**config.mk**
```make
export PLATFORM = sky130hd
export DESIGN_NAME = pbus_host_ctrl
export DESIGN_NICKNAME = d
export VERILOG_FILES = /design/src/rtl/pbus_pkg.sv /design/src/rtl/pbus_seq.sv /design/src/rtl/pbus_pins.sv /design/src/rtl/pbus_rdcap.sv /design/src/rtl/pbus_host_ctrl.sv
export SDC_FILE = /design/constraint.sdc
export NUM_CORES = 1
export LEC_CHECK = 0
export BUFFER_PORTS_ARGS = -buffer_cell sky130_fd_sc_hd__buf_2
export CAP_MARGIN = 20
export CORE_ASPECT_RATIO = 0.5
export CORE_MARGIN = 1.5
export CORE_UTILIZATION = 40
export DETAILED_ROUTE_END_ITERATION = 8
export GPL_TIMING_DRIVEN = 0
export PLACE_DENSITY = 0.77
export SLEW_MARGIN = 20
export SYNTH_ARGS = -nofsm -noshare
export SYNTH_HDL_FRONTEND = slang
export SYNTH_SLANG_ARGS = --single-unit
```
**constraint.sdc**
```tcl
create_clock -name clk -period 2.6 [get_ports clk]
set_input_delay 0.26 -clock clk [delete_from_list [all_inputs] [get_ports clk]]
set_output_delay 0.26 -clock clk [all_outputs]
set_load 0.005 [all_outputs]
```
**src/rtl/pbus_pkg.sv**
```systemverilog
package pbus_pkg;

  localparam logic [2:0] OP_WRITE  = 3'd0;
  localparam logic [2:0] OP_READ   = 3'd1;
  localparam logic [2:0] OP_LOAD   = 3'd2;
  localparam logic [2:0] OP_WRLOAD = 3'd3;
  localparam logic [2:0] OP_RESET  = 3'd4;

  typedef enum logic [2:0] {
    S_IDLE,
    S_WR_ACT,
    S_WR_HOLD,
    S_RD_SETUP,
    S_RD_ACT,
    S_RD_TURN,
    S_LD_PULSE,
    S_RST_PULSE
  } seq_state_e;

  function automatic int max2(input int a, input int b);
    return (a > b) ? a : b;
  endfunction

endpackage

```
**src/rtl/pbus_seq.sv**
```systemverilog
module pbus_seq
  import pbus_pkg::*;
#(
  parameter int T_WR_CS    = 5,
  parameter int T_WR_HOLD  = 1,
  parameter int T_RD_SETUP = 1,
  parameter int T_RD_CS    = 20,
  parameter int T_TURN     = 10,
  parameter int T_LOAD     = 5,
  parameter int T_RST      = 5,
  parameter int CW         = 5
) (
  input  logic          clk,
  input  logic          rst_n,
  input  logic          cmd_valid,
  input  logic [2:0]    cmd_op,
  output seq_state_e    state_q,
  output seq_state_e    state_d,
  output logic [CW-1:0] cnt_q,
  output logic          accept
);

  logic [CW-1:0] cnt_d;
  logic          ld_after_q, ld_after_d;

  // Length of a phase minus one, loaded on entry and counted down to zero.
  function automatic logic [CW-1:0] span(input seq_state_e s);
    case (s)
      S_WR_ACT:    return CW'(T_WR_CS - 1);
      S_WR_HOLD:   return CW'(T_WR_HOLD - 1);
      S_RD_SETUP:  return CW'(T_RD_SETUP - 1);
      S_RD_ACT:    return CW'(T_RD_CS - 1);
      S_RD_TURN:   return CW'(T_TURN - 1);
      S_LD_PULSE:  return CW'(T_LOAD - 1);
      S_RST_PULSE: return CW'(T_RST - 1);
      default:     return '0;
    endcase
  endfunction

  always_comb begin
    state_d    = state_q;
    cnt_d      = cnt_q;
    ld_after_d = ld_after_q;
    accept     = 1'b0;
    if (state_q == S_IDLE) begin
      if (cmd_valid) begin
        accept = 1'b1;
        case (cmd_op)
          OP_WRITE:  begin state_d = S_WR_ACT; ld_after_d = 1'b0; end
          OP_WRLOAD: begin state_d = S_WR_ACT; ld_after_d = 1'b1; end
          OP_READ:   state_d = S_RD_SETUP;
          OP_LOAD:   state_d = S_LD_PULSE;
          OP_RESET:  state_d = S_RST_PULSE;
          default:   state_d = S_IDLE;
        endcase
      end
    end else if (cnt_q != '0) begin
      cnt_d = cnt_q - 1'b1;
    end else begin
      case (state_q)
        S_WR_ACT:   state_d = S_WR_HOLD;
        S_WR_HOLD:  state_d = ld_after_q ? S_LD_PULSE : S_IDLE;
        S_RD_SETUP: state_d = S_RD_ACT;
        S_RD_ACT:   state_d = S_RD_TURN;
        default:    state_d = S_IDLE;
      endcase
    end
    if (state_d != state_q) cnt_d = span(state_d);
  end

  always_ff @(posedge clk or negedge rst_n) begin
    if (!rst_n) begin
      state_q    <= S_IDLE;
      cnt_q      <= '0;
      ld_after_q <= 1'b0;
    end else begin
      state_q    <= state_d;
      cnt_q      <= cnt_d;
      ld_after_q <= ld_after_d;
    end
  end

endmodule

```
**src/rtl/pbus_pins.sv**
```systemverilog
module pbus_pins
  import pbus_pkg::*;
#(
  parameter int DW = 12
) (
  input  logic          clk,
  input  logic          rst_n,
  input  seq_state_e    state_d,
  input  logic          accept,
  input  logic [2:0]    cmd_op,
  input  logic [DW-1:0] cmd_data,
  output logic          dac_cs_n,
  output logic          dac_rw,
  output logic          dac_ld_n,
  output logic          dac_rst_n,
  output logic          dac_rst_sel,
  output logic [DW-1:0] bus_out,
  output logic          bus_oe
);

  logic cs_n_d, rw_d, ld_n_d, rst_n_d, oe_d;
  logic data_en, sel_en;

  always_comb begin
    cs_n_d  = !(state_d == S_WR_ACT || state_d == S_RD_ACT);
    rw_d    = !(state_d == S_WR_ACT || state_d == S_WR_HOLD);
    oe_d    = (state_d == S_WR_ACT || state_d == S_WR_HOLD);
    ld_n_d  = (state_d != S_LD_PULSE);
    rst_n_d = (state_d != S_RST_PULSE);
    data_en = accept && (cmd_op == OP_WRITE || cmd_op == OP_WRLOAD);
    sel_en  = accept && (cmd_op == OP_RESET);
  end

  always_ff @(posedge clk or negedge rst_n) begin
    if (!rst_n) begin
      dac_cs_n  <= 1'b1;
      dac_rw    <= 1'b1;
      dac_ld_n  <= 1'b1;
      dac_rst_n <= 1'b1;
      bus_oe    <= 1'b0;
    end else begin
      dac_cs_n  <= cs_n_d;
      dac_rw    <= rw_d;
      dac_ld_n  <= ld_n_d;
      dac_rst_n <= rst_n_d;
      bus_oe    <= oe_d;
    end
  end

  always_ff @(posedge clk or negedge rst_n) begin
    if (!rst_n) bus_out <= '0;
    else if (data_en) bus_out <= cmd_data;
  end

  always_ff @(posedge clk or negedge rst_n) begin
    if (!rst_n) dac_rst_sel <= 1'b0;
    else if (sel_en) dac_rst_sel <= cmd_data[0];
  end

endmodule

```
**src/rtl/pbus_rdcap.sv**
```systemverilog
module pbus_rdcap
  import pbus_pkg::*;
#(
  parameter int DW          = 12,
  parameter int CW          = 5,
  parameter int T_RD_CS     = 20,
  parameter int T_RD_SAMPLE = 16
) (
  input  logic          clk,
  input  logic          rst_n,
  input  seq_state_e    state_q,
  input  logic [CW-1:0] cnt_q,
  input  logic [DW-1:0] bus_in,
  output logic          rsp_valid,
  output logic [DW-1:0] rsp_data
);

  localparam logic [CW-1:0] CAP_AT = CW'(T_RD_CS - T_RD_SAMPLE);

  logic cap_en;

  always_comb cap_en = (state_q == S_RD_ACT) && (cnt_q == CAP_AT);

  always_ff @(posedge clk or negedge rst_n) begin
    if (!rst_n) rsp_valid <= 1'b0;
    else rsp_valid <= cap_en;
  end

  always_ff @(posedge clk or negedge rst_n) begin
    if (!rst_n) rsp_data <= '0;
    else if (cap_en) rsp_data <= bus_in;
  end

endmodule

```
**src/rtl/pbus_host_ctrl.sv**
```systemverilog
module pbus_host_ctrl
  import pbus_pkg::*;
#(
  parameter int DW          = 12,
  parameter int T_WR_CS     = 5,
  parameter int T_WR_HOLD   = 1,
  parameter int T_RD_SETUP  = 1,
  parameter int T_RD_CS     = 20,
  parameter int T_RD_SAMPLE = 16,
  parameter int T_TURN      = 10,
  parameter int T_LOAD      = 5,
  parameter int T_RST       = 5
) (
  input  logic          clk,
  input  logic          rst_n,
  input  logic          cmd_valid,
  output logic          cmd_ready,
  input  logic [2:0]    cmd_op,
  input  logic [DW-1:0] cmd_data,
  output logic          rsp_valid,
  output logic [DW-1:0] rsp_data,
  output logic          dac_cs_n,
  output logic          dac_rw,
  output logic          dac_ld_n,
  output logic          dac_rst_n,
  output logic          dac_rst_sel,
  output logic [DW-1:0] bus_out,
  output logic          bus_oe,
  input  logic [DW-1:0] bus_in
);

  localparam int TMAX = max2(max2(max2(T_WR_CS, T_WR_HOLD), max2(T_RD_SETUP, T_RD_CS)),
                             max2(max2(T_TURN, T_LOAD), T_RST));
  localparam int CW   = $clog2(TMAX + 1);

  seq_state_e    state_q, state_d;
  logic [CW-1:0] cnt_q;
  logic          accept;

  pbus_seq #(
    .T_WR_CS(T_WR_CS), .T_WR_HOLD(T_WR_HOLD), .T_RD_SETUP(T_RD_SETUP),
    .T_RD_CS(T_RD_CS), .T_TURN(T_TURN), .T_LOAD(T_LOAD), .T_RST(T_RST), .CW(CW)
  ) i_seq (
    .clk(clk), .rst_n(rst_n), .cmd_valid(cmd_valid), .cmd_op(cmd_op),
    .state_q(state_q), .state_d(state_d), .cnt_q(cnt_q), .accept(accept)
  );

  pbus_pins #(.DW(DW)) i_pins (
    .clk(clk), .rst_n(rst_n), .state_d(state_d), .accept(accept),
    .cmd_op(cmd_op), .cmd_data(cmd_data),
    .dac_cs_n(dac_cs_n), .dac_rw(dac_rw), .dac_ld_n(dac_ld_n),
    .dac_rst_n(dac_rst_n), .dac_rst_sel(dac_rst_sel),
    .bus_out(bus_out), .bus_oe(bus_oe)
  );

  pbus_rdcap #(.DW(DW), .CW(CW), .T_RD_CS(T_RD_CS), .T_RD_SAMPLE(T_RD_SAMPLE)) i_rdcap (
    .clk(clk), .rst_n(rst_n), .state_q(state_q), .cnt_q(cnt_q),
    .bus_in(bus_in), .rsp_valid(rsp_valid), .rsp_data(rsp_data)
  );

  always_comb cmd_ready = (state_q == S_IDLE);

endmodule

```
==> results.sh, run 1 <==
export IMPL_maxCapViolations=0
export IMPL_synth_edf_count=0
export IMPL_crit_path_end="i_seq.cnt_q[2]"
export IMPL_p_leak_nw=1.14
export IMPL_track_usage_pct=16.6
export IMPL_synth_cell_types=34
export IMPL_endpoint_kind="register"
export IMPL_wl_met2_mm=2.05
export IMPL_cp_cell_sequence="inv_1 > ha_1 > or4b_4 > nor3b_2 > a221o_1 > buf_4 > or3b_1 > a32oi_1"
export IMPL_num_rows=17
export IMPL_post_route_util_pct=52.1
export IMPL_status="finished, final reports clean"
export IMPL_synthesis_instances=176
export IMPL_num_nets_final=275
export IMPL_max_slew_margin_pct=41.2
export IMPL_cts_tree="built"
export IMPL_fin_worst_skew_ns=0.00893
export IMPL_first_global_vias=1442
export IMPL_ff2ff_path_depth=8
export IMPL_antenna_found_initial=0
export IMPL_yosysTopAreaCell="dfrtp_1"
export IMPL_finalSetupViolCount=0
export IMPL_max_slew_worst_pin_slew_ns=0.882
export IMPL_clock_sinks=40
export IMPL_cts_htree_levels=2
export IMPL_clock_fmax_ghz=0.425
export IMPL_diodes=0
export IMPL_cp_depth=8
export IMPL_io_buffers=60
export IMPL_fin_tns_setup_ns=0
export IMPL_postCtsSetupRepairBufs=0
export IMPL_async_flop_share_pct=100
export IMPL_power_density_nw_per_um2=1190
export IMPL_clk_pin_slew_ns=0.07
export IMPL_drtIter0Drc=40
export IMPL_ys_flop_type="dfrtp_1"
export IMPL_grt_pass1_wl_mm=6.47
export IMPL_cpLargestDelayFamily="simple AND/OR/NAND/NOR gates"
export IMPL_syn_cell_area_um2=1840
export IMPL_drive_gt1_share_pct=38.5
export IMPL_path_max_fanout=6
export IMPL_rsz0062_at_grt="false"
export IMPL_stdcell_area_um2=2310
export IMPL_cts_buffer_depth=2
export IMPL_hold_buffers=0
export IMPL_vias=1425
export IMPL_fp_dieH_um=51.0
export IMPL_design_power_total_mw=2.74
export IMPL_routed_wl_mm=3.86
export IMPL_grt_max_degree=41
export IMPL_ios=62
export IMPL_ir_worst_vdd_mv=0.471
export IMPL_cp_arrival_ns=2.56
export IMPL_wire_per_inst_um=12.8
export IMPL_startpoint="i_seq.cnt_q[0]"
export IMPL_reg2reg_from="i_seq.cnt_q[0]"
export IMPL_wl_met3_um=95
export IMPL_hp_class="input port to asynchronous set/reset pin"
export IMPL_holdWs_ns=0.0984
export IMPL_critPathKind="register to register"
export IMPL_core_um2=4420
export IMPL_avgSynthCellArea_um2=10.5
export IMPL_grt_overflow=0
export IMPL_yosys_top_cells_area="dfrtp_1, mux2_2, nand2_1"
export IMPL_rrSetupSlack_ns=0.25
export IMPL_die_area_um2=5050
export IMPL_synth_ff_latch_count=40
export IMPL_syn2layout_area_growth_pct=25.0
export IMPL_highest_layer="met4"
export IMPL_crit_path_max_incr_delay_ns=0.51
export IMPL_gp_congestion=0.807
export IMPL_ant_nets=0
export IMPL_post_route_period_util_pct=90.5
export IMPL_die_w_um=99.0
export IMPL_synth_top_area_share_pct=48.8
export IMPL_routed_via_density=4.73
export IMPL_post_dp_cell_area_um2=2220
export IMPL_ys_seq_area_share_pct=54.5
export IMPL_hold_viol=0
export IMPL_cpMaxStageDelayCell="or4b_4"
export IMPL_drc=0
export IMPL_slew_viol_final=0
export IMPL_place_hpwl_mm=2.90
export IMPL_cp_buffers_inverters=2
export IMPL_cts_buffers=5
export IMPL_timing_final_crit_period_ns=2.35
export IMPL_m1WireLength_mm=1.67
export IMPL_drt_pass1_iterations=4
export IMPL_cts_root_buf="clkbuf_8"
export IMPL_clock_latency_ns=0.28
export IMPL_synth_net_count=208
export IMPL_start_kind="register"
export IMPL_yosysWarnings=0
export IMPL_r2r_end="i_seq.cnt_q[2]"
export IMPL_worstPathRequired_ns=2.81
export IMPL_post_cts_resized=0
export IMPL_start_util_pct=41.7
==> cell usage in the layout, fill, tap and decap left out, types with 6 or more instances in the layout <==
master,count
a21oi_1,6
nor2_1,10
mux2_2,15
clkbuf_8,6
nand2_1,40
clkbuf_1,8
buf_2,61
o21ai_0,6
dfrtp_1,36
==> through the flow <==
| step | setup WS, ns | cells |
|---|---|---|
| after floorplan | 0.482 | 176 |
| after global placement | 0.330 | 293 |
| after detailed placement | 0.268 | 293 |
| after CTS | 0.248 | 301 |
| after global routing | 0.0556 | 301 |
| final | 0.247 | 301 |
==> worst reg2reg max path, delay by kind of cell, from the launching register on <==
family / cells / cell delay [ns]
simple gates: 3 / 1.10
flops: 1 / 0.42
buf+inv: 2 / 0.24
fa+ha+maj: 1 / 0.18
compound gates: 2 / 0.33
==> layout make-up <==
class | instances | area (um^2)
plain buffers | 8 | 35.0
clock buffers | 8 | 90.1
fillers | 416 | 2120
inverters | 4 | 15.0
multi-input cells | 124 | 788
flip-flops and latches | 40 | 1010
well taps | 57 | 71.3
repair buffers | 60 | 300
==> report_power, final <==
group          switching, mW  leakage [nW]  total [mW]  internal [mW]
combinational          0.633         0.621        1.25          0.616
sequential             0.145         0.476        1.08          0.931
clock                  0.194        0.0455       0.410          0.216
total                  0.972          1.14        2.74           1.76
==> worst min-delay path by stage <==
stage | from | endpoint
final | rst_n | i_rdcap.rsp_data[10]
after CTS | rst_n | i_rdcap.rsp_data[11]
after global placement | rst_n | i_rdcap.rsp_data[6]
after global routing | rst_n | i_pins.bus_out[1]
after floorplan | rst_n | i_pins.bus_oe
after detailed placement | rst_n | i_rdcap.rsp_data[11]
==> synth_stat cells (2+ instances only) <==
| master | instances |
|---|---|
| nor3_1 | 2 |
| nand2b_1 | 5 |
| nand4_1 | 2 |
| nand2_1 | 40 |
| xor2_1 | 2 |
| or2_2 | 3 |
| clkbuf_1 | 6 |
| dfstp_2 | 4 |
| xnor2_1 | 5 |
| o21ai_0 | 6 |
| nor2_1 | 10 |
| ha_1 | 2 |
| mux2_2 | 15 |
| o21ai_1 | 2 |
| dfrtp_1 | 36 |
| nor3b_1 | 4 |
| inv_1 | 4 |
| a21oi_1 | 6 |
| mux2i_1 | 2 |
| nor4b_2 | 2 |
| nand3_1 | 5 |
==> logic make-up (layout without fill, tap and decap cells) <==
kind of cell / count (synthesis) / after routing / share of synthesized area (%)
AND/OR/NAND/NOR: 81 / 81 / 22.6
adder cells (fa/ha/maj): 2 / 2 / 1.36
flip-flops: 40 / 40 / 54.5
multiplexers: 17 / 17 / 10.2
AO/OA/AOI/OAI: 17 / 17 / 5.22
XOR/XNOR: 7 / 7 / 3.32
buffers and inverters: 12 / 80 / 2.71
==> per-layer routing <==
| layer | global-route usage (%) | vias to the layer above |
|---|---|---|
| met5 | 0 | - |
| met4 | 9.05 | 0 |
| met3 | 3.97 | 4 |
| met2 | 28.7 | 17 |
| met1 | 19.6 | 682 |
| li1 | - | 722 |
==> state kept, by name, indices dropped and copies added, names as in the netlist <==
register and count:
i_seq.cnt_q 5, i_rdcap.rsp_data 12, i_pins.dac_cs_n 1, i_pins.dac_rst_n 1, i_pins.dac_rst_sel 1, i_pins.bus_out 12, i_pins.dac_rw 1, i_rdcap.rsp_valid 1
i_pins.dac_ld_n 1, i_seq.ld_after_q 1, i_pins.bus_oe 1, i_seq.state_q 3
Note: power is estimated with default switching activity, not from simulation.
==> run 2: changes to the inputs <==
--- a/config.mk
+++ b/config.mk
@@ -12,8 +12,9 @@
 export CORE_UTILIZATION = 40
 export DETAILED_ROUTE_END_ITERATION = 8
 export GPL_TIMING_DRIVEN = 0
-export PLACE_DENSITY = 0.77
+export PLACE_DENSITY = 0.76
 export SLEW_MARGIN = 20
 export SYNTH_ARGS = -nofsm -noshare
 export SYNTH_HDL_FRONTEND = slang
+export SYNTH_HIERARCHICAL = 1
 export SYNTH_SLANG_ARGS = --single-unit
==> constraint.sdc (replaced) <==
create_clock -name clk -period 2.5 [get_ports clk]
set_input_delay 0.25 -clock clk [delete_from_list [all_inputs] [get_ports clk]]
set_output_delay 0.25 -clock clk [all_outputs]
set_load 0.005 [all_outputs]
==> run 2 against run 1 <==
  * Die area is 5.8% higher
  * Flip-flop and latch count stayed put
  * Wire length is 5.6% higher
  * Count of clock-buffer cells in the layout is 3 lower
  * Clock power is 28% higher
  * Sequential power is 11% higher
  * Synthesized cell count is 12% lower
  * Cell area is 6.7% higher
  * Maximum frequency is 1.4% higher
  * Sequential share of layout area is 2.8 points lower
  * Register-to-register slack worse by 0.07 ns
  * Worst setup slack worse by 0.069 ns
==> results.sh, run 2 <==
export IMPL_first_global_vias=1453
export IMPL_track_usage_pct=16.9
export IMPL_synth_cell_types=49
export IMPL_cts_buffer_depth=2
export IMPL_vias=1426
export IMPL_ff2ff_path_depth=8
export IMPL_yosysMostFrequentCell="dfrtp_1"
export IMPL_clock_fmax_ghz=0.431
export IMPL_fin_worst_skew_ns=0.00378
export IMPL_n_fill_cell=411
export IMPL_finalSetupViolCount=0
export IMPL_cpLargestDelayFamily="simple AND/OR/NAND/NOR gates"
export IMPL_crit_path_max_incr_delay_ns=0.45
export IMPL_postCtsSetupRepairBufs=0
export IMPL_worstPathRequired_ns=2.71
export IMPL_post_cts_resized=0
export IMPL_largest_registers="i_pins/bus_out x12, i_rdcap/rsp_data x12, i_seq/cnt_q x5"
export IMPL_yosysTopAreaCell="dfrtp_1"
export IMPL_drive_gt1_share_pct=54.5
export IMPL_clk_pin_slew_ns=0.08
export IMPL_cp_cell_sequence="inv_1 > ha_1 > or4b_1 > buf_2 > o21ai_2 > nand3_2 > or3b_1 > a31oi_1"
export IMPL_grt_pass1_wl_mm=6.92
export IMPL_syn_cell_area_um2=1960
export IMPL_maxCapViolations=0
export IMPL_fin_cells=290
export IMPL_post_route_period_util_pct=92.9
export IMPL_p_leak_nw=1.20
export IMPL_status="finished, final reports clean"
export IMPL_gp_congestion=0.805
export IMPL_critPathKind="register to register"
export IMPL_start_util_pct=43.0
export IMPL_fp_dieH_um=52.4
export IMPL_antenna_found_initial=0
export IMPL_fin_tns_setup_ns=0
export IMPL_rsz0062_at_grt="false"
export IMPL_yosysWarnings=6
export IMPL_synth_net_count=187
export IMPL_drtIter0Drc=92
export IMPL_clock_sinks=40
export IMPL_final_cell_mix="buf_2, dfrtp_1, mux2_2, nor2_1, mux2_4"
export IMPL_routed_via_density=4.92
export IMPL_synth_ff_latch_count=40
export IMPL_synth_top_area_share_pct=46.1
export IMPL_core_um2=4550
export IMPL_drt_pass1_iterations=4
export IMPL_wire_per_inst_um=14.0
export IMPL_grt_overflow=0
export IMPL_ios=62
export IMPL_start_kind="register"
export IMPL_cts_buffers=5
export IMPL_design_power_total_mw=2.94
export IMPL_diodes=0
export IMPL_max_slew_margin_pct=43.1
export IMPL_cp_arrival_ns=2.53
export IMPL_ff_latch_area_um2=1010
export IMPL_power_density_nw_per_um2=1200
export IMPL_ir_worst_vdd_mv=0.497
export IMPL_ys_flop_type="dfrtp_1"
export IMPL_max_slew_worst_pin_slew_ns=0.854
export IMPL_die_w_um=102
export IMPL_final_common_cell="buf_2"
export IMPL_routed_wl_mm=4.07
export IMPL_drc=0
export IMPL_avgSynthCellArea_um2=12.6
export IMPL_cts_htree_levels=2
export IMPL_cts_root_buf="clkbuf_8"
export IMPL_io_buffers=61
export IMPL_slew_viol_final=0
export IMPL_synth_edf_count=0
export IMPL_async_flop_share_pct=100
export IMPL_cpMaxStageDelayCell="dfrtp_1"
export IMPL_hold_buffers=0
export IMPL_grt_max_degree=41
export IMPL_cp_buffers_inverters=2
export IMPL_cp_depth=8
export IMPL_path_max_fanout=7
export IMPL_dp_cells=282
export IMPL_die_area_um2=5340
export IMPL_yosys_top_cells_area="dfrtp_1, mux2_2, mux2_4"
export IMPL_cts_tree="built"
export IMPL_multi_input_area_um2=878
export IMPL_place_hpwl_mm=2.98
export IMPL_syn2layout_area_growth_pct=25.8
export IMPL_synth_top_cells_by_count="dfrtp_1, mux2_2, mux2_4, nor2_1"
export IMPL_hold_viol=0
export IMPL_clock_latency_ns=0.29
export IMPL_endpoint_kind="register"
export IMPL_timing_final_crit_period_ns=2.32
export IMPL_num_rows=17
export IMPL_hp_class="input port to asynchronous set/reset pin"
export IMPL_num_nets_final=255
export IMPL_ant_nets=0
export IMPL_ys_seq_area_share_pct=51.4
export IMPL_synthesis_instances=155
==> run 2: cell count changes after synthesis, moves of 3 or more <==
cell and delta:
or3_1 +3, inv_1 +3, nor3b_1 -4, xnor2_1 -3, mux2_4 +9, clkbuf_1 -6, or2_2 -3, a21oi_1 -4
a31oi_1 +3, nand2_1 -37
==> run 2: cell type report <==
| class | instances | share of cell area (%) |
|---|---|---|
| Sequential cell | 40 | 40.9 |
| Timing Repair Buffer | 61 | 12.4 |
| Inverter | 8 | 1.22 |
| Clock buffer | 5 | 2.80 |
| Tap cell | 66 | 3.36 |
| Buffer | 6 | 1.93 |
| Clock inverter | 3 | 1.73 |
| Multi-Input combinational cell | 101 | 35.7 |
==> run 2: worst register-to-register path, stage by stage (launching register included) <==
cell,delay (ns)
dfrtp_1,0.45
inv_1,0.11
ha_1,0.16
or4b_1,0.42
buf_2,0.18
o21ai_2,0.18
nand3_2,0.19
or3b_1,0.39
a31oi_1,0.17
==> run 2: power by group <==
group	internal [mW]	switching [mW]
sequential	0.972	0.229
combinational	0.648	0.568
clock	0.295	0.230
==> run 2: worst paths after layout <==
kind / start / end / slack (ns)
min in group clk: bus_in[4] / i_rdcap/rsp_data[4] / 0.18
worst min register to register: i_pins/bus_out[10] / i_pins/bus_out[10] / 0.50
worst max register to register: i_seq/cnt_q[0] / i_seq/cnt_q[2] / 0.18
worst min-delay path: rst_n / i_pins/bus_out[8] / 0.06
max in group asynchronous: rst_n / i_pins/bus_out[1] / 1.90
worst max-delay path: i_seq/cnt_q[0] / i_seq/cnt_q[2] / 0.18
==> run 2: per-layer routing <==
metal	wire length [um]	up-vias	GRT usage, %
met5	0	-	0
met4	0	0	4.79
met3	110	0	2.80
met2	2150	26	30.1
met1	1820	703	21.6
li1	-	697	-
==> run 2: logic make-up (layout without fill, tap and decap cells) <==
family | Yosys count | after routing | share of synthesized area (%)
simple gates | 41 | 41 | 14.8
flops | 40 | 40 | 51.4
compound gates | 26 | 26 | 9.21
mux | 26 | 26 | 16.6
buf+inv | 14 | 83 | 3.97
xor+xnor | 6 | 6 | 2.69
fa+ha+maj | 2 | 2 | 1.28
==> run 2: per-stage QoR <==
step | utilization (%) | area (um^2) | hold WS [ns] | setup WS, ns
after floorplan | - | 1960 | -0.0456 | 0.413
after global placement | 51.5 | 2340 | 0.403 | 0.263
after detailed placement | 51.5 | 2340 | 0.416 | 0.187
after CTS | 53.9 | 2450 | 0.0954 | 0.158
after global routing | 54.1 | 2460 | 0.129 | 0.0315
final | 54.1 | 2460 | 0.0641 | 0.178
